File: src/rtl/sfr_pkg.sv
package sfr_pkg;
  // Receiver phases: hunting, start-of-frame low run, waiting for a start bit, inside a character
  typedef enum logic [1:0] {
    SFR_IDLE = 2'd0,
    SFR_SOF  = 2'd1,
    SFR_GAP  = 2'd2,
    SFR_CHR  = 2'd3
  } sfr_state_e;
endpackage

File: src/rtl/sfr_chr_shift.sv
module sfr_chr_shift #(
  parameter int CHR_BITS = 10
) (
  input  logic                clk,
  input  logic                rst_n,
  input  logic                clr_i,
  input  logic                shift_i,
  input  logic                bit_i,
  output logic                is_byte_o,
  output logic                is_end_o,
  output logic [CHR_BITS-3:0] byte_o
);
  logic [CHR_BITS-1:0] sh_q;
  logic [CHR_BITS-1:0] sh_d;
  logic [CHR_BITS-1:0] nxt;

  // New bit enters at the top; after a full character the start bit sits at bit 0
  always_comb begin
    nxt  = {bit_i, sh_q[CHR_BITS-1:1]};
    sh_d = sh_q;
    if (clr_i)        sh_d = '0;
    else if (shift_i) sh_d = nxt;
  end

  always_ff @(posedge clk or negedge rst_n) begin
    if (!rst_n)               sh_q <= '0;
    else if (clr_i | shift_i) sh_q <= sh_d;
  end

  // Classification looks at the value including the bit being sampled now
  always_comb begin
    is_byte_o = nxt[CHR_BITS-1] & ~nxt[0];
    is_end_o  = ~|nxt;
    byte_o    = nxt[CHR_BITS-2:1];
  end
endmodule

File: src/rtl/sfr_byte_ctr.sv
module sfr_byte_ctr #(
  parameter int MAX_BYTES = 256,
  parameter int CW        = $clog2(MAX_BYTES + 1)
) (
  input  logic          clk,
  input  logic          rst_n,
  input  logic          clr_i,
  input  logic          inc_i,
  output logic [CW-1:0] cnt_o,
  output logic          last_o,
  output logic          any_o
);
  logic [CW-1:0] cnt_q;
  logic [CW-1:0] cnt_d;

  always_comb begin
    cnt_d = cnt_q;
    if (clr_i)      cnt_d = '0;
    else if (inc_i) cnt_d = cnt_q + 1'b1;
  end

  always_ff @(posedge clk or negedge rst_n) begin
    if (!rst_n)             cnt_q <= '0;
    else if (clr_i | inc_i) cnt_q <= cnt_d;
  end

  always_comb begin
    cnt_o  = cnt_q;
    last_o = (int'(cnt_q) >= MAX_BYTES - 1);
    any_o  = |cnt_q;
  end
endmodule

File: src/rtl/sfr_ctl.sv
module sfr_ctl
  import sfr_pkg::*;
#(
  parameter int SAMP_PER_ETU = 4,
  parameter int SOF_MIN_ETU  = 10,
  parameter int SOF_MAX_ETU  = 12,
  parameter int GAP_MAX_SAMP = 25,
  parameter int CHR_BITS     = 10
) (
  input  logic clk,
  input  logic rst_n,
  input  logic vld_i,
  input  logic bit_i,
  input  logic chr_byte_i,
  input  logic chr_end_i,
  input  logic cnt_last_i,
  input  logic cnt_any_i,
  output logic shift_o,
  output logic chr_clr_o,
  output logic cnt_clr_o,
  output logic wr_o,
  output logic done_o,
  output logic active_o
);
  localparam int MID  = SAMP_PER_ETU / 2;
  localparam int PMAX = (GAP_MAX_SAMP + 1 > SAMP_PER_ETU) ? GAP_MAX_SAMP + 1 : SAMP_PER_ETU;
  localparam int PW   = $clog2(PMAX + 1);
  localparam int EMAX = (SOF_MAX_ETU + 1 > CHR_BITS) ? SOF_MAX_ETU + 1 : CHR_BITS;
  localparam int EW   = $clog2(EMAX + 1);

  sfr_state_e    st_q, st_d;
  logic [PW-1:0] pos_q, pos_d, pos_inc, pos_wrap;
  logic [EW-1:0] etu_q, etu_d;

  always_comb begin
    pos_inc   = pos_q + 1'b1;
    pos_wrap  = (pos_inc >= PW'(SAMP_PER_ETU)) ? '0 : pos_inc;
    st_d      = st_q;
    pos_d     = pos_q;
    etu_d     = etu_q;
    shift_o   = 1'b0;
    chr_clr_o = 1'b0;
    cnt_clr_o = 1'b0;
    wr_o      = 1'b0;
    done_o    = 1'b0;
    if (vld_i) begin
      unique case (st_q)
        SFR_IDLE: begin
          if (!bit_i) begin
            st_d  = SFR_SOF;
            pos_d = '0;
            etu_d = '0;
          end
        end
        SFR_SOF: begin
          pos_d = pos_wrap;
          if (pos_inc == PW'(MID)) begin
            if (bit_i) begin
              if (etu_q >= EW'(SOF_MIN_ETU)) begin
                st_d      = SFR_GAP;
                pos_d     = '0;
                cnt_clr_o = 1'b1;
              end else begin
                st_d = SFR_IDLE;
              end
            end else begin
              etu_d = etu_q + 1'b1;
              if (etu_q >= EW'(SOF_MAX_ETU)) st_d = SFR_IDLE;
            end
          end
        end
        SFR_GAP: begin
          if (bit_i) begin
            pos_d = pos_inc;
            if (pos_q >= PW'(GAP_MAX_SAMP)) st_d = SFR_IDLE;
          end else begin
            st_d      = SFR_CHR;
            pos_d     = PW'(1);
            etu_d     = '0;
            chr_clr_o = 1'b1;
          end
        end
        SFR_CHR: begin
          pos_d = pos_wrap;
          if (pos_inc == PW'(MID)) begin
            shift_o = 1'b1;
            etu_d   = etu_q + 1'b1;
            if (etu_q == EW'(CHR_BITS - 1)) begin
              if (chr_byte_i) begin
                wr_o = 1'b1;
                if (cnt_last_i) begin
                  st_d = SFR_IDLE;
                end else begin
                  st_d  = SFR_GAP;
                  pos_d = '0;
                end
              end else begin
                st_d   = SFR_IDLE;
                done_o = chr_end_i & cnt_any_i;
              end
            end
          end
        end
      endcase
    end
  end

  always_ff @(posedge clk or negedge rst_n) begin
    if (!rst_n) begin
      st_q  <= SFR_IDLE;
      pos_q <= '0;
      etu_q <= '0;
    end else if (vld_i) begin
      st_q  <= st_d;
      pos_q <= pos_d;
      etu_q <= etu_d;
    end
  end

  always_comb active_o = (st_q == SFR_GAP) || (st_q == SFR_CHR);
endmodule

File: src/rtl/sfr_rx.sv
module sfr_rx #(
  parameter int SAMP_PER_ETU = 4,
  parameter int SOF_MIN_ETU  = 10,
  parameter int SOF_MAX_ETU  = 12,
  parameter int GAP_MAX_SAMP = 25,
  parameter int CHR_BITS     = 10,
  parameter int MAX_BYTES    = 256,
  localparam int AW = (MAX_BYTES > 1) ? $clog2(MAX_BYTES) : 1,
  localparam int CW = $clog2(MAX_BYTES + 1),
  localparam int DW = CHR_BITS - 2
) (
  input  logic          clk,
  input  logic          rst_n,
  input  logic          samp_vld_i,
  input  logic          samp_i,
  output logic          wr_en_o,
  output logic [AW-1:0] wr_addr_o,
  output logic [DW-1:0] wr_data_o,
  output logic          active_o,
  output logic          done_o,
  output logic [CW-1:0] done_len_o
);
  logic          shift, chr_clr, cnt_clr, wr_fire, done_fire;
  logic          chr_byte, chr_end, cnt_last, cnt_any;
  logic [DW-1:0] chr_data;
  logic [CW-1:0] cnt;

  sfr_ctl #(
    .SAMP_PER_ETU(SAMP_PER_ETU), .SOF_MIN_ETU(SOF_MIN_ETU), .SOF_MAX_ETU(SOF_MAX_ETU),
    .GAP_MAX_SAMP(GAP_MAX_SAMP), .CHR_BITS(CHR_BITS)
  ) u_ctl (
    .clk(clk), .rst_n(rst_n), .vld_i(samp_vld_i), .bit_i(samp_i),
    .chr_byte_i(chr_byte), .chr_end_i(chr_end), .cnt_last_i(cnt_last), .cnt_any_i(cnt_any),
    .shift_o(shift), .chr_clr_o(chr_clr), .cnt_clr_o(cnt_clr), .wr_o(wr_fire),
    .done_o(done_fire), .active_o(active_o)
  );

  sfr_chr_shift #(.CHR_BITS(CHR_BITS)) u_shift (
    .clk(clk), .rst_n(rst_n), .clr_i(chr_clr), .shift_i(shift), .bit_i(samp_i),
    .is_byte_o(chr_byte), .is_end_o(chr_end), .byte_o(chr_data)
  );

  sfr_byte_ctr #(.MAX_BYTES(MAX_BYTES), .CW(CW)) u_cnt (
    .clk(clk), .rst_n(rst_n), .clr_i(cnt_clr), .inc_i(wr_fire),
    .cnt_o(cnt), .last_o(cnt_last), .any_o(cnt_any)
  );

  always_ff @(posedge clk or negedge rst_n) begin
    if (!rst_n) begin
      wr_en_o    <= 1'b0;
      done_o     <= 1'b0;
      wr_addr_o  <= '0;
      wr_data_o  <= '0;
      done_len_o <= '0;
    end else begin
      wr_en_o <= wr_fire;
      done_o  <= done_fire;
      if (wr_fire) begin
        wr_addr_o <= cnt[AW-1:0];
        wr_data_o <= chr_data;
      end
      if (done_fire) done_len_o <= cnt;
    end
  end
endmodule

File: config.mk
export PLATFORM = sky130hd
export DESIGN_NAME = sfr_rx
export DESIGN_NICKNAME = d
export VERILOG_FILES = /design/src/rtl/sfr_pkg.sv /design/src/rtl/sfr_chr_shift.sv /design/src/rtl/sfr_byte_ctr.sv /design/src/rtl/sfr_ctl.sv /design/src/rtl/sfr_rx.sv
export SDC_FILE = /design/constraint.sdc
export NUM_CORES = 1
export LEC_CHECK = 0
export ABC_AREA = 1
export BUFFER_PORTS_ARGS = -buffer_cell sky130_fd_sc_hd__buf_2
export CAP_MARGIN = 20
export CORE_ASPECT_RATIO = 1.5
export CORE_MARGIN = 2
export CORE_UTILIZATION = 45
export DETAILED_ROUTE_END_ITERATION = 10
export PLACE_DENSITY_LB_ADDON = 0.08
export SETUP_SLACK_MARGIN = 0.2
export SYNTH_ARGS = -nofsm -noshare
export SYNTH_HDL_FRONTEND = slang
export SYNTH_HIERARCHICAL = 1
export SYNTH_SLANG_ARGS = --single-unit
File: constraint.sdc
create_clock -name clk -period 2.8 [get_ports clk]
set_input_delay 0.14 -clock clk [delete_from_list [all_inputs] [get_ports clk]]
set_output_delay 0.14 -clock clk [all_outputs]
set_load 0.02 [all_outputs]
After elaboration in Yosys (flattened, before gate mapping)
Cells that the tools add are included.
{"block": "word_totals", "register_bits": 57, "inputBits": 4, "output_inout_bits": 28}
{"block": "op_classes", "n_addsub": 3, "order_cmp": 5, "n_eq_ne": 13, "muxes": 53, "n_bitwise": 5, "n_reduce_logical": 13}
{"cell": "$mux W5", "n": 10}
{"cell": "$mux W2", "n": 11}
{"cell": "$mux W1", "n": 21}
{"cell": "$mux W10", "n": 2}
{"cell": "$pmux W5 S4", "n": 1}
{"cell": "$mux W9", "n": 2}
{"cell": "$mux W4", "n": 4}
{"cell": "$pmux W4 S3", "n": 1}
{"cell": "$reduce_or A10 Y1", "n": 1}
{"cell": "$add A9 B1 Y9 const B", "n": 1}
{"cell": "$ge A9 B8 Y1 const B", "n": 1}
{"cell": "$reduce_or A9 Y1", "n": 1}
{"cell": "$ge A4 B4 Y1 const B", "n": 2}
{"cell": "$pmux W2 S4", "n": 1}
{"cell": "$reduce_and A7 Y1", "n": 1}
{"cell": "$ne A2 B1 Y1 const B", "n": 3}
{"cell": "$ne A2 B2 Y1 const B", "n": 3}
{"cell": "$ne A3 B2 Y1 const B", "n": 2}
{"cell": "$reduce_and A2 Y1", "n": 3}
{"cell": "$add A5 B1 Y5 const B", "n": 1}
{"cell": "$eq A5 B2 Y1 const B", "n": 1}
{"cell": "$ge A5 B3 Y1 const B", "n": 1}
{"cell": "$ge A5 B5 Y1 const B", "n": 1}
{"cell": "$reduce_and A5 Y1", "n": 1}
{"cell": "other kinds (12)", "n": 16}

Longest topological paths before layout
{"block": "depth", "depth_word": 9, "ltp_mapped": 16, "depth_no_buf": 16}

Cells and area by module
Netlist, hierarchy kept.
{"mod": "sfr_rx", "n_inst": 1, "cells_per_inst": 108, "area_each_um2": 1027.2, "seq_area_each_um2": 675.6}
{"mod": "sfr_ctl", "n_inst": 1, "cells_per_inst": 132, "area_each_um2": 907.1, "seq_area_each_um2": 275.3}
{"mod": "sfr_byte_ctr", "n_inst": 1, "cells_per_inst": 70, "area_each_um2": 540.5, "seq_area_each_um2": 225.2}
{"mod": "sfr_chr_shift", "n_inst": 1, "cells_per_inst": 56, "area_each_um2": 464.2, "seq_area_each_um2": 225.2}

Worst setup path after synthesis
No wires, ideal clock.
{"block": "synth_path", "kind": "register to register", "startpoint": "register u_ctl.pos_q[0]", "endpoint": "register wr_addr_o[0]", "setup_time_ps": 117, "t_arrival_ps": 2205, "slack_ps": 478, "stages_incl_launch_ff": 12, "n_path_buf": 2, "cell_sequence": "dfrtp_1 ha_1 inv_1 nand2_1 a21oi_2 nand4_1 nor3_1 buf_6 inv_6 buf_12 nand2_1 nand2_1"}
{"block": "synth_between", "elab_chain_len": 5}
{"item": "from (decl)", "line": "sfr_ctl.sv:32", "source": "logic [PW-1:0] pos_q, pos_d, pos_inc, pos_wrap;"}
{"item": "from (signal assigned)", "line": "sfr_ctl.sv:115", "source": "pos_q <= pos_d;"}
{"item": "$add A5 B1 Y5", "line": "sfr_ctl.sv:36", "source": "pos_inc = pos_q + 1'b1;"}
{"item": "$eq A5 B2 Y1", "line": "sfr_ctl.sv:85", "source": "if (pos_inc == PW'(MID)) begin"}
{"item": "$mux W1", "line": "sfr_ctl.sv:85"}
{"item": "$mux W1", "line": "sfr_ctl.sv:47", "source": "unique case (st_q)"}
{"item": "$mux W1", "line": "sfr_ctl.sv:46", "source": "if (vld_i) begin"}
{"item": "named net wr_fire", "line": "sfr_rx.sv:23", "source": "logic shift, chr_clr, cnt_clr, wr_fire, done_fire;"}
{"item": "to (signal assigned)", "line": "sfr_rx.sv:59", "source": "wr_addr_o <= cnt[AW-1:0];"}
{"item": "to (decl)", "line": "sfr_rx.sv:17", "source": "output logic [AW-1:0] wr_addr_o,"}
The timed path passes the listed nets, and every way through them passes these cells.
A chain may end at the register's enable or synchronous reset.

Final worst setup path
{"block": "layout_path", "startpoint": "register u_ctl.pos_q[0]", "endpoint": "register wr_addr_o[3]"}
The elaborated chain is that of the path after synthesis.

==> results.toml <==
[outcome]
status = "completed"

[pwr]
power_leakage_nw = 1.763
total_power_mw = 1.625
power_per_cell_area_nw_per_um2 = 509.6
ir_worst_vdd_v = 0.0002916

[placed_design]
placement.cell_area_um2 = 3092
post-place-ws_ps = 403.3
dp.cells = 462
numPortBuffers = 31
hpwl_mm = 4.440
gp_congestion = 0.8670

[synth]
ys.flop_type = "dfrtp_1"
synthCells = 366
synth_top_area_frac = 0.4768
async_flop_share = 1.000
yosysUniqueCellTypes = 34
synth_seq_cells = 56
synthesis.nets = 378
synth_commonest_cells = "nand2_1 (134), dfrtp_1 (56), inv_1 (36)"
ys_warn_count = 6
synth.most_common_cell = "nand2_1"
synth_area_um2 = 2939
syn_avg_cell_area_um2 = 8.030
synth_top_area_cell = "dfrtp_1"
synth_edf_count = 0
yosysSeqAreaShare = 0.4768
synth_area_leaders = "dfrtp_1 (48%), nand2_1 (17%), inv_1 (4.6%)"

[cts]
cts_tree = "yes"
cts.path.max_buffers = 2
cts.clk_slew.worst_paths_ps = 100
clock_latency_ps = 320
h-tree-depth = 2
cts_made_buffers = 5
cts-root-buf = "clkbuf_8"
cts.sinks = 56

[layout]
drive_gt1_frac = 0.1904
final_area_um2 = 3189
nets = 406
n_antenna_cell = 0
utilization = 0.4986
synthToLayoutAreaGrowth_pct = 8.514
fin_cells = 470
n_fill_cell = 647

[sta]
rsz0062_at_grt = "no"
clock_skew_ps = 7.220
fin_crit_ps = 2270
setup_ws_ps = 529.8
setup_viol = 0
fmax_mhz = 440.5
finalCritPeriodShare = 0.8108
tns_ps = 0
whs_ps = 155.3
slew_headroom = 0.5481
hold_viol = 0
slew_violations = 0
tightest_slew_ps = 677.9

[global_routing]
gr-total-overflow = 0
grt_antenna_before_repair = 0
grt_pass1_wl_mm = 10.19
grt_max_degree = 30
grt_pass1_vias = 2232
gr-usage-all-layers = 0.1778

[die]
top_level_ports = 32
initial_core_util = 0.4595
core_um2 = 6396
die_x_um = 69.99
die_area_um2 = 7207
chipHeight_um = 103.0
rows = 36

[detailed_routing]
firstDrtPassIters = 4
drc = 0
vias = 2348
drt_iter0_markers = 172
antenna_left = 0
via_per_inst = 4.996
wl_per_cell_um = 12.77
routed_wl_mm = 6.000

[setup_path]
cp_data_arrival_time_ps = 2490
cpPeakStageDelay_ps = 460
required_ps = 3020
cp_cell_sequence = "ha_1 -> inv_1 -> nand2_1 -> a21oi_2 -> nand4_1 -> nor3_4 -> buf_4 -> inv_6 -> nand2_1 -> nand2_1"
crit_top_cell = "nand2_1"
critical_path_class = "reg2reg"
crit_family = "simple AND/OR/NAND/NOR gates"
path_max_fanout = 18
path_buf_inv = 3
start_kind = "register"
end_kind = "register"
slowest_stage = "dfrtp_1"

[run]
cap_violations = 0

[worst_hold_path]
hold_path_class = "in2reg"
==> what timing repair did <==
action | 4_1_cts | 5_1_grt
hold endpoints to repair | 28 | 0
resized for setup | 0 | 1
endpoints found under the setup margin | 0 | 18
hold buffers | 1 | 0
setup buffers | 0 | 0
==> flip-flops by register name, indices dropped and copies added (netlist names), 2 cells and up <==
| register | count |
|---|---|
| u_ctl/etu_q | 4 |
| u_ctl/st_q | 2 |
| wr_data_o | 8 |
| u_ctl/pos_q | 5 |
| u_shift/sh_q | 9 |
| u_cnt/cnt_o | 9 |
| wr_addr_o | 8 |
| done_len_o | 9 |
==> per-layer routing <==
metal | routed length, µm | GRT usage | vias up
met4 | 125 | 0.07692 | 0
met2 | 2936 | 0.3070 | 54
met3 | 222 | 0.03324 | 9
li1 | - | - | 1197
met5 | 0 | 0 | -
met1 | 2716 | 0.2186 | 1088
==> worst paths after layout <==
| path | slack, ps | end | start | depth (start not counted) |
|---|---|---|---|---|
| setup reg to reg | 530 | wr_addr_o[3] | u_ctl/pos_q[0] | 10 |
| min in group asynchronous | 390 | wr_data_o[3] | rst_n | 2 |
| hold / removal | 160 | u_shift/sh_q[9] | samp_i | 3 |
| hold reg to reg | 470 | wr_data_o[6] | wr_data_o[6] | 2 |
| max in group asynchronous | 1570 | u_cnt/cnt_o[2] | rst_n | 3 |
| setup / recovery | 530 | wr_addr_o[3] | u_ctl/pos_q[0] | 10 |
==> layout by cell type (no fill, tap or decap), types with 5 or more instances in the layout <==
cell / n
ha_1: 8
nand3_1: 20
clkbuf_8: 5
buf_2: 31
nand2_2: 5
nor2_1: 22
nor3_1: 6
inv_2: 6
nand2_1: 134
a21oi_1: 5
nand4_1: 6
inv_1: 36
o21ai_1: 12
dfrtp_1: 56
==> kinds of logic after synthesis <==
logic type | count (synthesis) | share of synthesized area
AOI/OAI and AO/OA | 31 | 0.06513
xor gates and xnor gates | 2 | 0.005961
adders and majority gates | 8 | 0.03406
buffers and inverters | 58 | 0.1017
DFF | 56 | 0.4768
and+or+nand+nor | 211 | 0.3163
==> cell type report <==
class / count / area (µm²) / area share
clock inverter: 2 / 12.51 / 0.003923
sequential: 56 / 1401 / 0.4394
timing repair buffer: 36 / 195.2 / 0.06120
multi-input combinational: 252 / 1250 / 0.3919
inverter: 43 / 166.4 / 0.05218
clock buffer: 5 / 68.82 / 0.02158
tap: 76 / 95.09 / 0.02982
==> where the power goes <==
part / internal, mW / total (mW) / switching [mW]
registers: 0.844 / 0.911 / 0.0661
logic: 0.107 / 0.282 / 0.175
clock network: 0.170 / 0.433 / 0.262
total: 1.12 / 1.63 / 0.503
==> worst reg2reg max path, cell delays in order, from the launching register on <==
cell and delay [ps]:
dfrtp_1 460, ha_1 270, inv_1 70, nand2_1 70, a21oi_2 210, nand4_1 220
nor3_4 350, buf_4 310, inv_6 100, nand2_1 70, nand2_1 50
(Power assumes the default switching activity.)
